$ cat src/rtl/tg_pkg.sv
package tg_pkg;

    localparam int CNT_W = 32;

    typedef enum logic [2:0] {
        ST_IDLE,
        ST_HOLD,
        ST_GATE,
        ST_WAITP,
        ST_FAULT
    } tg_state_e;

    typedef struct packed {
        logic [CNT_W-1:0] holdoff;
        logic [CNT_W-1:0] width;
        logic [CNT_W-1:0] pre_max;
        logic [CNT_W-1:0] post_max;
    } tg_cfg_t;

    // True on the tick that completes a window of lim ticks (zero acts as one).
    function automatic logic tg_expired(input logic [CNT_W-1:0] cnt,
                                        input logic [CNT_W-1:0] lim);
        logic [CNT_W:0] nxt;
        nxt = {1'b0, cnt} + {{CNT_W{1'b0}}, 1'b1};
        return nxt >= {1'b0, lim};
    endfunction

    function automatic logic tg_running(input tg_state_e s);
        return (s == ST_HOLD) || (s == ST_GATE) || (s == ST_WAITP);
    endfunction

endpackage

$ cat src/rtl/tg_sync.sv
module tg_sync #(
    parameter int N = 2
) (
    input  logic         clk,
    input  logic         rst,
    input  logic [N-1:0] raw,
    output logic [N-1:0] evt
);
    for (genvar i = 0; i < N; i++) begin : g_ch
        logic [2:0] sh;
        always_ff @(posedge clk) begin
            if (rst) sh <= '0;
            else     sh <= {sh[1:0], raw[i]};
        end
        assign evt[i] = sh[1] & ~sh[2];

        p_evt_single_r2: assert property (@(posedge clk) disable iff (rst)
            evt[i] |=> !evt[i]);
    end
endmodule

$ cat src/rtl/tg_cfg.sv
module tg_cfg
    import tg_pkg::*;
#(
    parameter logic [CNT_W-1:0] HOLD_RST = 32'd2000,
    parameter logic [CNT_W-1:0] WID_RST  = 32'd500,
    parameter logic [CNT_W-1:0] PRE_RST  = 32'd120000,
    parameter logic [CNT_W-1:0] POST_RST = 32'd300000
) (
    input  logic             clk,
    input  logic             rst,
    input  logic             wr,
    input  logic [CNT_W-1:0] holdoff,
    input  logic [CNT_W-1:0] width,
    input  logic [CNT_W-1:0] pre_max,
    input  logic [CNT_W-1:0] post_max,
    output tg_cfg_t          cfg
);
    always_ff @(posedge clk) begin
        if (rst) begin
            cfg.holdoff  <= HOLD_RST;
            cfg.width    <= WID_RST;
            cfg.pre_max  <= PRE_RST;
            cfg.post_max <= POST_RST;
        end else if (wr) begin
            cfg.holdoff  <= holdoff;
            cfg.width    <= width;
            cfg.pre_max  <= pre_max;
            cfg.post_max <= post_max;
        end
    end

    p_cfg_hold_r9: assert property (@(posedge clk) disable iff (rst)
        !wr |=> $stable(cfg));
endmodule

$ cat src/rtl/tg_seq.sv
module tg_seq
    import tg_pkg::*;
(
    input  logic      clk,
    input  logic      rst,
    input  logic      tick,
    input  logic      wr,
    input  logic      pre_evt,
    input  logic      post_evt,
    input  tg_cfg_t   cfg,
    output tg_state_e state_q,
    output logic      gate_q
);
    tg_state_e        state_n;
    logic [CNT_W-1:0] ph_cnt, win_cnt;
    logic             ph_clr, win_clr;

    always_comb begin
        state_n = state_q;
        ph_clr  = 1'b0;
        win_clr = 1'b0;
        if (wr) begin
            if (tg_running(state_q)) state_n = ST_IDLE;
            ph_clr  = 1'b1;
            win_clr = 1'b1;
        end else begin
            unique case (state_q)
                ST_IDLE, ST_FAULT: begin
                    if (pre_evt) begin
                        state_n = ST_HOLD;
                        ph_clr  = 1'b1;
                        win_clr = 1'b1;
                    end
                end
                ST_HOLD: begin
                    if (tick) begin
                        if (tg_expired(win_cnt, cfg.pre_max)) begin
                            state_n = ST_FAULT;
                        end else if (tg_expired(ph_cnt, cfg.holdoff)) begin
                            state_n = ST_GATE;
                            ph_clr  = 1'b1;
                        end
                    end
                end
                ST_GATE: begin
                    if (tick) begin
                        if (tg_expired(win_cnt, cfg.pre_max)) begin
                            state_n = ST_FAULT;
                        end else if (tg_expired(ph_cnt, cfg.width)) begin
                            state_n = ST_WAITP;
                            ph_clr  = 1'b1;
                            win_clr = 1'b1;
                        end
                    end
                end
                ST_WAITP: begin
                    if (post_evt)
                        state_n = ST_IDLE;
                    else if (tick && tg_expired(win_cnt, cfg.post_max))
                        state_n = ST_FAULT;
                end
                default: state_n = ST_IDLE;
            endcase
        end
    end

    always_ff @(posedge clk) begin
        if (rst) begin
            state_q <= ST_IDLE;
            gate_q  <= 1'b0;
            ph_cnt  <= '0;
            win_cnt <= '0;
        end else begin
            state_q <= state_n;
            gate_q  <= (state_n == ST_GATE);
            if (ph_clr)                            ph_cnt <= '0;
            else if (tick && tg_running(state_q))  ph_cnt <= ph_cnt + 1'b1;
            if (win_clr)                           win_cnt <= '0;
            else if (tick && tg_running(state_q))  win_cnt <= win_cnt + 1'b1;
        end
    end

    p_gate_phase_r3: assert property (@(posedge clk) disable iff (rst)
        gate_q |-> state_q == ST_GATE);
    p_post_idle_r4: assert property (@(posedge clk) disable iff (rst)
        (state_q == ST_WAITP && post_evt && !wr) |=> state_q == ST_IDLE);
    p_fault_hold_r7: assert property (@(posedge clk) disable iff (rst)
        (state_q == ST_FAULT && !pre_evt) |=> state_q == ST_FAULT);
    p_wr_abort_r9: assert property (@(posedge clk) disable iff (rst)
        (wr && tg_running(state_q)) |=> (state_q == ST_IDLE && !gate_q));
    p_no_tick_r10: assert property (@(posedge clk) disable iff (rst)
        (!tick && !wr && state_q == ST_HOLD) |=> $stable(ph_cnt));
endmodule

$ cat src/rtl/tg_led.sv
module tg_led #(
    parameter int BLINK_TICKS = 250
) (
    input  logic clk,
    input  logic rst,
    input  logic tick,
    input  logic running,
    output logic green
);
    localparam int BW = (BLINK_TICKS > 1) ? $clog2(BLINK_TICKS) : 1;
    localparam logic [BW-1:0] B_LAST = BW'(BLINK_TICKS - 1);

    logic [BW-1:0] bcnt;

    always_ff @(posedge clk) begin
        if (rst || !running) begin
            green <= 1'b1;
            bcnt  <= '0;
        end else if (tick) begin
            if (bcnt == B_LAST) begin
                bcnt  <= '0;
                green <= ~green;
            end else begin
                bcnt <= bcnt + 1'b1;
            end
        end
    end

    p_green_steady_r12: assert property (@(posedge clk) disable iff (rst)
        !running |=> green);
endmodule

$ cat src/rtl/topup_gate_ctrl.sv
module topup_gate_ctrl
    import tg_pkg::*;
#(
    parameter logic [CNT_W-1:0] HOLD_RST    = 32'd2000,
    parameter logic [CNT_W-1:0] WID_RST     = 32'd500,
    parameter logic [CNT_W-1:0] PRE_RST     = 32'd120000,
    parameter logic [CNT_W-1:0] POST_RST    = 32'd300000,
    parameter int               BLINK_TICKS = 250
) (
    input  logic             clk,
    input  logic             rst,
    input  logic             tick,
    input  logic             pre_trig,
    input  logic             post_trig,
    input  logic             cfg_wr,
    input  logic [CNT_W-1:0] cfg_holdoff,
    input  logic [CNT_W-1:0] cfg_width,
    input  logic [CNT_W-1:0] cfg_pre_max,
    input  logic [CNT_W-1:0] cfg_post_max,
    output logic             gate_pos,
    output logic             gate_neg,
    output logic             gate_mach,
    output logic             led_green,
    output logic             led_red
);
    logic [1:0] evt;
    tg_cfg_t    cfg;
    tg_state_e  state;
    logic       gate;

    tg_sync #(.N(2)) u_sync (
        .clk (clk),
        .rst (rst),
        .raw ({post_trig, pre_trig}),
        .evt (evt)
    );

    tg_cfg #(
        .HOLD_RST (HOLD_RST),
        .WID_RST  (WID_RST),
        .PRE_RST  (PRE_RST),
        .POST_RST (POST_RST)
    ) u_cfg (
        .clk      (clk),
        .rst      (rst),
        .wr       (cfg_wr),
        .holdoff  (cfg_holdoff),
        .width    (cfg_width),
        .pre_max  (cfg_pre_max),
        .post_max (cfg_post_max),
        .cfg      (cfg)
    );

    tg_seq u_seq (
        .clk      (clk),
        .rst      (rst),
        .tick     (tick),
        .wr       (cfg_wr),
        .pre_evt  (evt[0]),
        .post_evt (evt[1]),
        .cfg      (cfg),
        .state_q  (state),
        .gate_q   (gate)
    );

    tg_led #(.BLINK_TICKS(BLINK_TICKS)) u_led (
        .clk     (clk),
        .rst     (rst),
        .tick    (tick),
        .running (tg_running(state)),
        .green   (led_green)
    );

    assign gate_pos  = gate;
    assign gate_neg  = ~gate;
    assign gate_mach = gate;
    assign led_red   = (state == ST_FAULT);

    p_red_gate_excl_r6: assert property (@(posedge clk) disable iff (rst)
        led_red |-> !gate_pos);
endmodule

$ cat config.mk
export PLATFORM = sky130hd
export DESIGN_NAME = topup_gate_ctrl
export DESIGN_NICKNAME = d
export VERILOG_FILES = /design/src/rtl/tg_pkg.sv /design/src/rtl/tg_sync.sv /design/src/rtl/tg_cfg.sv /design/src/rtl/tg_seq.sv /design/src/rtl/tg_led.sv /design/src/rtl/topup_gate_ctrl.sv
export SDC_FILE = /design/constraint.sdc
export NUM_CORES = 1
export LEC_CHECK = 0
export BUFFER_PORTS_ARGS = -buffer_cell sky130_fd_sc_hd__buf_2
export CAP_MARGIN = 30
export CORE_ASPECT_RATIO = 0.6
export CORE_MARGIN = 10
export CORE_UTILIZATION = 35
export CTS_BUF_LIST = sky130_fd_sc_hd__clkbuf_16
export DETAILED_ROUTE_END_ITERATION = 10
export PLACE_DENSITY = 0.61
export SLEW_MARGIN = 15
export SYNTH_ARGS = -nofsm -noshare
export SYNTH_HDL_FRONTEND = slang
export SYNTH_SLANG_ARGS = --single-unit
$ cat constraint.sdc
create_clock -name clk -period 3.8 [get_ports clk]
set_input_delay 0 -clock clk [delete_from_list [all_inputs] [get_ports clk]]
set_output_delay 0 -clock clk [all_outputs]
set_load 0.01 [all_outputs]
==> results.sh, run 1 <==
export IMPL_fmax_mhz=263
export IMPL_slowest_delay_ns=0.48
export IMPL_cts_tree="done"
export IMPL_grt_pass1_wl_um=57700
export IMPL_clock_sinks=211
export IMPL_synth_simple_area_share_pct=19.4
export IMPL_muxShareOfSynthArea_pct=8.26
export IMPL_syn_avg_cell_area_um2=8.57
export IMPL_final_cells=2314
export IMPL_worst_ep_arrival_time_ns=4.21
export IMPL_maxCapViolCount=0
export IMPL_startpoint_type="register"
export IMPL_fin_crit_sh_pct=99.9
export IMPL_synth_top_family_by_area="simple AND/OR/NAND/NOR gates"
export IMPL_skew_ns=0.0128
export IMPL_pre_cts_ws_ns=-0.526
export IMPL_p_comb_share_pct=12.7
export IMPL_htree_levels=1
export IMPL_ys_flop_type="dfxtp_1"
export IMPL_status="complete, no violations"
export IMPL_critPathCaptureType="register"
export IMPL_fin_ws_ns=0.00485
export IMPL_synth_enable_flop_cells=0
export IMPL_port_buffers=138
export IMPL_yosysSeqAreaShare_pct=34.5
export IMPL_setup_tns_final_ns=0
export IMPL_crit_required_ns=4.22
export IMPL_path_clk_slew_ns=0.06
export IMPL_min_path_type="input port to register"
export IMPL_routed_via_count=11300
export IMPL_die_x_um=261
export IMPL_grt_remaining_overflow=0
export IMPL_peakVddDrop_uv=318
export IMPL_switching_power_mw=1.35
export IMPL_grt_setup_unrepaired="yes"
export IMPL_ys_top_cells_by_area="dfxtp_1, ha_1, mux2i_1, nor2_1, xnor2_1"
export IMPL_holdWs_ns=0.0628
export IMPL_path_class="register to register"
export IMPL_yosysWarnings=0
export IMPL_n_antenna_cell=0
export IMPL_synth_xor_xnor_area_share_pct=9.30
export IMPL_swShare_pct=24.8
export IMPL_area_growth_pct=44.3
export IMPL_power_leakage_nw=8.22
export IMPL_nets=2105
export IMPL_antenna_found_initial=0
export IMPL_synth_cells=1429
export IMPL_synth_area_mm2=0.0122
export IMPL_p_int_mw=4.11
export IMPL_place_inst=2070
export IMPL_synth_top_area_share_pct=34.5
export IMPL_final_max_slew_viol_count=0
export IMPL_wirelength_um=37400
export IMPL_drive_gt1_share_pct=23.9
export IMPL_crit_chain="nand2_1 > buf_4 > nor3_2 > buf_4 > and2_1 > xnor2_1 > ha_1 > nand4_1 > nor4_4 > a221o_1 > a211o_1 > a211o_1 > o211ai_4 > buf_12 > a41o_4 > nor2_2"
export IMPL_cp_top_family="compound AO/OA/AOI/OAI gates"
export IMPL_grt_pass1_vias=11000
export IMPL_wl_per_cell_um=16.2
export IMPL_pwr_share_clk_pct=44.5
export IMPL_power_density_mw_per_mm2=309
export IMPL_grt_max_degree=73
export IMPL_ys_ff_latch=211
export IMPL_cts_buffers=24
export IMPL_row_count=52
export IMPL_worstMarginPinSlew_ns=0.829
export IMPL_place_congestion=0.895
export IMPL_die_area_mm2=0.0431
export IMPL_crit_slowest_cell="xnor2_1"
export IMPL_p_seq_share_pct=42.8
export IMPL_cp_max_fo=8
export IMPL_synth_commonest_cells="dfxtp_1, nor2_1, inv_1"
export IMPL_synth_async_reset_ratio_pct=0
export IMPL_track_usage_pct=16.5
export IMPL_drt_pre_antenna_iters=5
export IMPL_num_io_pins=139
export IMPL_yosysMostFrequentCell="dfxtp_1"
export IMPL_yosys_cell_types_count=64
export IMPL_start_util_pct=35.9
export IMPL_relSlewSlack_pct=44.6
export IMPL_viasPerCell=4.86
export IMPL_postRouteAntennaNets=0
export IMPL_synth_compound_area_share_pct=8.51
export IMPL_cts_root_buf="clkbuf_16"
export IMPL_clock_latency_ns=0.53
export IMPL_worst_path_buf_inv=3
export IMPL_coreArea_mm2=0.0341
export IMPL_hold_viol=0
export IMPL_remaining_drc_errors=0
export IMPL_drt_iter0_drc=640
export IMPL_synthesis_nets=1695
export IMPL_hpwl_um=26700
export IMPL_cts_buffer_depth=3
export IMPL_setup_viol=0
export IMPL_fin_crit_ns=3.80
export IMPL_die_y_um=165
export IMPL_synth_top_area_cell="dfxtp_1"
export IMPL_synthAdderAreaFrac_pct=13.5
==> power groups by stage <==
| stage | clock [mW] | sequential [mW] | combinational [mW] |
|---|---|---|---|
| global route | 2.57 | 2.35 | 0.766 |
| detailed placement | 0 | 2.39 | 0.493 |
| finish | 2.43 | 2.34 | 0.694 |
| global placement | 0 | 2.39 | 0.478 |
| CTS | 2.49 | 2.34 | 0.663 |
| floorplan | 0 | 2.37 | 0.312 |
==> cells in the final DEF (no fill, tap or decap), drive strengths merged, types with 5 or more instances in the layout <==
master / count
inv: 143
buf: 267
xor2: 60
nor4: 8
clkinv: 7
o21ai: 16
nor2b: 12
mux2i: 101
and4: 13
dlygate4sd3: 176
o21a: 6
and3: 18
o211ai: 31
ha: 132
nand4: 32
nand2: 113
nand3: 54
clkbuf: 25
a221oi: 6
dfxtp: 211
nor2: 212
xnor2: 70
and2: 8
a21o: 16
a21oi: 50
nor3: 14
nand2b: 5
==> through the flow <==
stage | total power, mW | instance area [um^2] | util, %
2_1_floorplan | 2.69 | 12200 | -
3_3_place_gp | 2.86 | 14000 | 41.2
3_5_place_dp | 2.88 | 14100 | 41.3
4_1_cts | 5.49 | 16900 | 49.5
5_1_grt | 5.68 | 17700 | 51.8
6_report | 5.46 | 17700 | 51.8
==> final timing paths <==
path                            slack, ns                            start                              end  cells past startpoint
worst min register to register       0.46  u_sync.g_ch[0].sh[0]$_SDFF_PP0_  u_sync.g_ch[0].sh[1]$_SDFF_PP0_                      1
worst min-delay path                 0.06                           cfg_wr      u_seq.state_q[0]$_SDFF_PP0_                      3
worst max register to register      0.005    u_seq.win_cnt[9]$_SDFFE_PP0P_    u_seq.ph_cnt[28]$_SDFFE_PP0P_                     16
worst max-delay path                0.005    u_seq.win_cnt[9]$_SDFFE_PP0P_    u_seq.ph_cnt[28]$_SDFFE_PP0P_                     16
==> layer usage <==
| metal | part of all wire, % | track usage (%) |
|---|---|---|
| met5 | 0 | 0 |
| met4 | 2.4 | 4.58 |
| met3 | 5.0 | 2.70 |
| met2 | 42 | 24.2 |
| met1 | 50 | 24.2 |
==> what timing repair did <==
| item | in CTS | in global routing |
|---|---|---|
| gates cloned | 3 | 0 |
| buffers inserted | 3 | 19 |
| setup endpoints to repair | 68 | 68 |
| hold endpoints to repair | 139 | 0 |
| hold buffers | 176 | 0 |
| resized for setup | 30 | 127 |
| pin swaps | 8 | 98 |
==> layout make-up <==
cell class	instances	area, um^2
Clock inverter	17	184
Inverter	140	526
Fill cell	3127	16400
Tap cell	459	574
Clock buffer	25	626
Multi-Input combinational cell	1019	7990
Sequential cell	211	4240
Timing Repair Buffer	443	3530
==> cell families after synthesis <==
logic type                 after synthesis
muxes                                  101
buffers and inverters                  202
DFF                                    211
AOI/OAI and AO/OA                      151
xor gates and xnor gates               130
adders and majority gates              132
and+or+nand+nor                        502
==> tightest hold or removal path, cell delays in order <==
cell	delay (ns)
buf_6	0.30
nand3_1	0.16
a21oi_1	0.06
==> flip-flops by register name, summed over array words and instances (netlist names) <==
signal / flops
u_seq.state_q: 3
u_led.green: 1
u_seq.win_cnt: 32
u_seq.ph_cnt: 32
u_led.bcnt: 8
u_cfg.cfg: 128
u_sync.g_ch.sh: 6
u_seq.gate_q: 1
Power figures use the tool's default switching activity.
==> inputs of run 2 (changes only) <==
--- a/config.mk
+++ b/config.mk
@@ -6,13 +6,14 @@
 export NUM_CORES = 1
 export LEC_CHECK = 0
 export BUFFER_PORTS_ARGS = -buffer_cell sky130_fd_sc_hd__buf_2
-export CAP_MARGIN = 30
+export CAP_MARGIN = 10
 export CORE_ASPECT_RATIO = 0.6
 export CORE_MARGIN = 10
-export CORE_UTILIZATION = 35
+export CORE_UTILIZATION = 54
 export CTS_BUF_LIST = sky130_fd_sc_hd__clkbuf_16
 export DETAILED_ROUTE_END_ITERATION = 10
-export PLACE_DENSITY = 0.61
+export PLACE_DENSITY = 0.84
+export RECOVER_POWER = 25
 export SLEW_MARGIN = 15
 export SYNTH_ARGS = -nofsm -noshare
 export SYNTH_HDL_FRONTEND = slang
==> results.sh, run 2 (synthesis gave the netlist of run 1 again) <==
export IMPL_drt_iter0_drc=1583
export IMPL_num_io_pins=139
export IMPL_drive_gt1_share_pct=20.9
export IMPL_r2r_cells=17
export IMPL_final_max_slew_viol_count=80
export IMPL_largest_reg_flops=128
export IMPL_status="complete, but fails checks"
export IMPL_final_area_mm2=0.0166
export IMPL_regArea_mm2=0.00426
export IMPL_skew_ns=0.0313
export IMPL_holdWs_ns=0.0934
export IMPL_critPathCaptureType="register"
export IMPL_setup_viol=66
export IMPL_route_met2_wl_um=18200
export IMPL_crit_end="u_seq.ph_cnt[2]$_SDFFE_PP0P_"
export IMPL_htree_levels=1
export IMPL_cp_max_fo=11
export IMPL_crit_required_ns=4.21
export IMPL_r2r_end="u_seq.ph_cnt[2]$_SDFFE_PP0P_"
export IMPL_worstMarginPinSlew_ns=1.75
export IMPL_reg_top3="u_cfg.cfg (128), u_seq.ph_cnt (32), u_seq.win_cnt (32)"
export IMPL_final_cell_mix="nor2_1, dfxtp_1, dlygate4sd3_1"
export IMPL_wl_met1_um=16900
export IMPL_coreArea_mm2=0.0222
export IMPL_fillCellCount=1405
export IMPL_place_inst=1888
export IMPL_crit_reg2reg_launch="u_seq.ph_cnt[2]$_SDFFE_PP0P_"
export IMPL_routed_via_count=12400
export IMPL_port_buffers=138
export IMPL_die_x_um=214
export IMPL_fin_crit_ns=4.22
export IMPL_cts_root_buf="clkbuf_16"
export IMPL_peakVddDrop_uv=300
export IMPL_die_y_um=137
export IMPL_grt_setup_unrepaired="yes"
export IMPL_worstSetupStartpoint="u_seq.ph_cnt[2]$_SDFFE_PP0P_"
export IMPL_track_usage_pct=24.9
export IMPL_power_leakage_nw=7.83
export IMPL_place_area_mm2=0.0137
export IMPL_multi_input_area_mm2=0.00770
export IMPL_die_area_mm2=0.0293
export IMPL_power_density_mw_per_mm2=300
export IMPL_dr_wl_met3_um=4770
export IMPL_cts_tree="done"
export IMPL_wirelength_um=42000
export IMPL_fmax_mhz=237
export IMPL_drt_pre_antenna_iters=7
export IMPL_fin_crit_sh_pct=111
export IMPL_hpwl_um=25300
export IMPL_grt_max_degree=80
export IMPL_path_clk_slew_ns=0.07
export IMPL_remaining_drc_errors=0
export IMPL_place_congestion=0.932
export IMPL_final_cells=2111
export IMPL_row_count=42
export IMPL_relSlewSlack_pct=-16.6
export IMPL_clock_sinks=211
export IMPL_fin_ws_ns=-0.416
export IMPL_min_path_type="input port to register"
export IMPL_nets=2054
export IMPL_startpoint_type="register"
export IMPL_grt_pass1_wl_um=60400
export IMPL_worst_ep_arrival_time_ns=4.63
export IMPL_failed_checks="max-capacitance violations, max-slew violations, negative setup slack"
export IMPL_largest_register="u_cfg.cfg"
export IMPL_antenna_found_initial=1
export IMPL_grt_pass1_vias=11800
export IMPL_start_util_pct=55.2
export IMPL_wl_per_cell_um=19.9
export IMPL_grt_remaining_overflow=0
export IMPL_top_layer="met4"
export IMPL_cts_buffers=21
export IMPL_layout_commonest_cell="nor2_1"
export IMPL_r2r_slack_ns=-0.42
export IMPL_postRouteAntennaNets=0
export IMPL_area_growth_pct=35.5
export IMPL_hold_viol=0
export IMPL_path_class="register to register"
export IMPL_maxCapViolCount=1
export IMPL_cts_buffer_depth=3
export IMPL_clock_latency_ns=0.53
export IMPL_viasPerCell=5.86
==> run 2: worst min path at each step <==
stage | start | end | slack [ns] | cells past startpoint
3_5_place_dp | cfg_pre_max[10] | u_cfg.cfg[42]$_SDFFE_PP1P_ | 0.23 | 3
2_1_floorplan | pre_trig | u_sync.g_ch[0].sh[0]$_SDFF_PP0_ | 0.13 | 1
3_3_place_gp | cfg_pre_max[12] | u_cfg.cfg[44]$_SDFFE_PP1P_ | 0.22 | 3
4_1_cts | cfg_wr | u_seq.state_q[0]$_SDFF_PP0_ | 0.04 | 3
6_report | cfg_wr | u_cfg.cfg[66]$_SDFFE_PP1P_ | 0.09 | 3
5_1_grt | cfg_wr | u_cfg.cfg[105]$_SDFFE_PP1P_ | 0.13 | 3
==> run 2: per-stage QoR <==
stage | setup WS [ns] | total power, mW | TNS [ns] | utilization [%]
3_5_place_dp | -0.174 | 2.87 | -7.48 | 61.6
6_report | -0.416 | 4.98 | -15.48 | 74.8
4_1_cts | 0.00667 | 4.90 | 0 | 72.3
3_3_place_gp | -0.0259 | 2.85 | -0.0264 | 61.6
2_1_floorplan | 0.129 | 2.69 | 0 | -
5_1_grt | -0.454 | 5.13 | -21.76 | 74.8
==> run 2: where the power goes <==
group          leakage [nW]  internal, mW  switching, mW
Sequential             1.74          2.29         0.0469
Combinational          5.77         0.335          0.348
Clock                 0.319          1.01          0.939
==> run 2: repair_timing <==
| item | 4_1_cts | 5_1_grt |
|---|---|---|
| endpoints found under the setup margin | 67 | 68 |
| resized for setup | 35 | 80 |
| hold endpoints to repair | 141 | 0 |
| setup buffers | 3 | 23 |
| gates cloned | 0 | 2 |
| hold buffers | 157 | 0 |
| pin swaps | 9 | 39 |
==> run 2: cell type report <==
class	count	share of cell area [%]
antenna	1	0.0151
clock buffer	21	3.17
clock inverter	16	0.520
inverter	140	3.17
multi-input combinational	1016	46.4
sequential	211	25.7
tap	308	2.32
timing repair buffer	398	18.7
==> run 2: routing by layer <==
metal	up-vias	global-route usage, %
met5	-	0
met4	0	8.23
met3	259	6.77
met2	852	39.4
met1	5713	32.4
li1	5544	-
==> run 2: worst max-delay path: stages (launching register included) <==
cell and delay [ns]:
dfxtp_1 0.43, nand4_1 0.20, nor2_2 0.21, and3_4 0.22
buf_4 0.15, nand3_1 0.15, xnor2_2 0.21, ha_1 0.27
and4_1 0.20, and4_4 0.18, a221oi_2 0.25, o211ai_1 0.30
a311oi_1 0.35, buf_4 0.18, nand2_2 0.05, a41o_4 0.32
buf_12 0.17, nor2_1 0.25
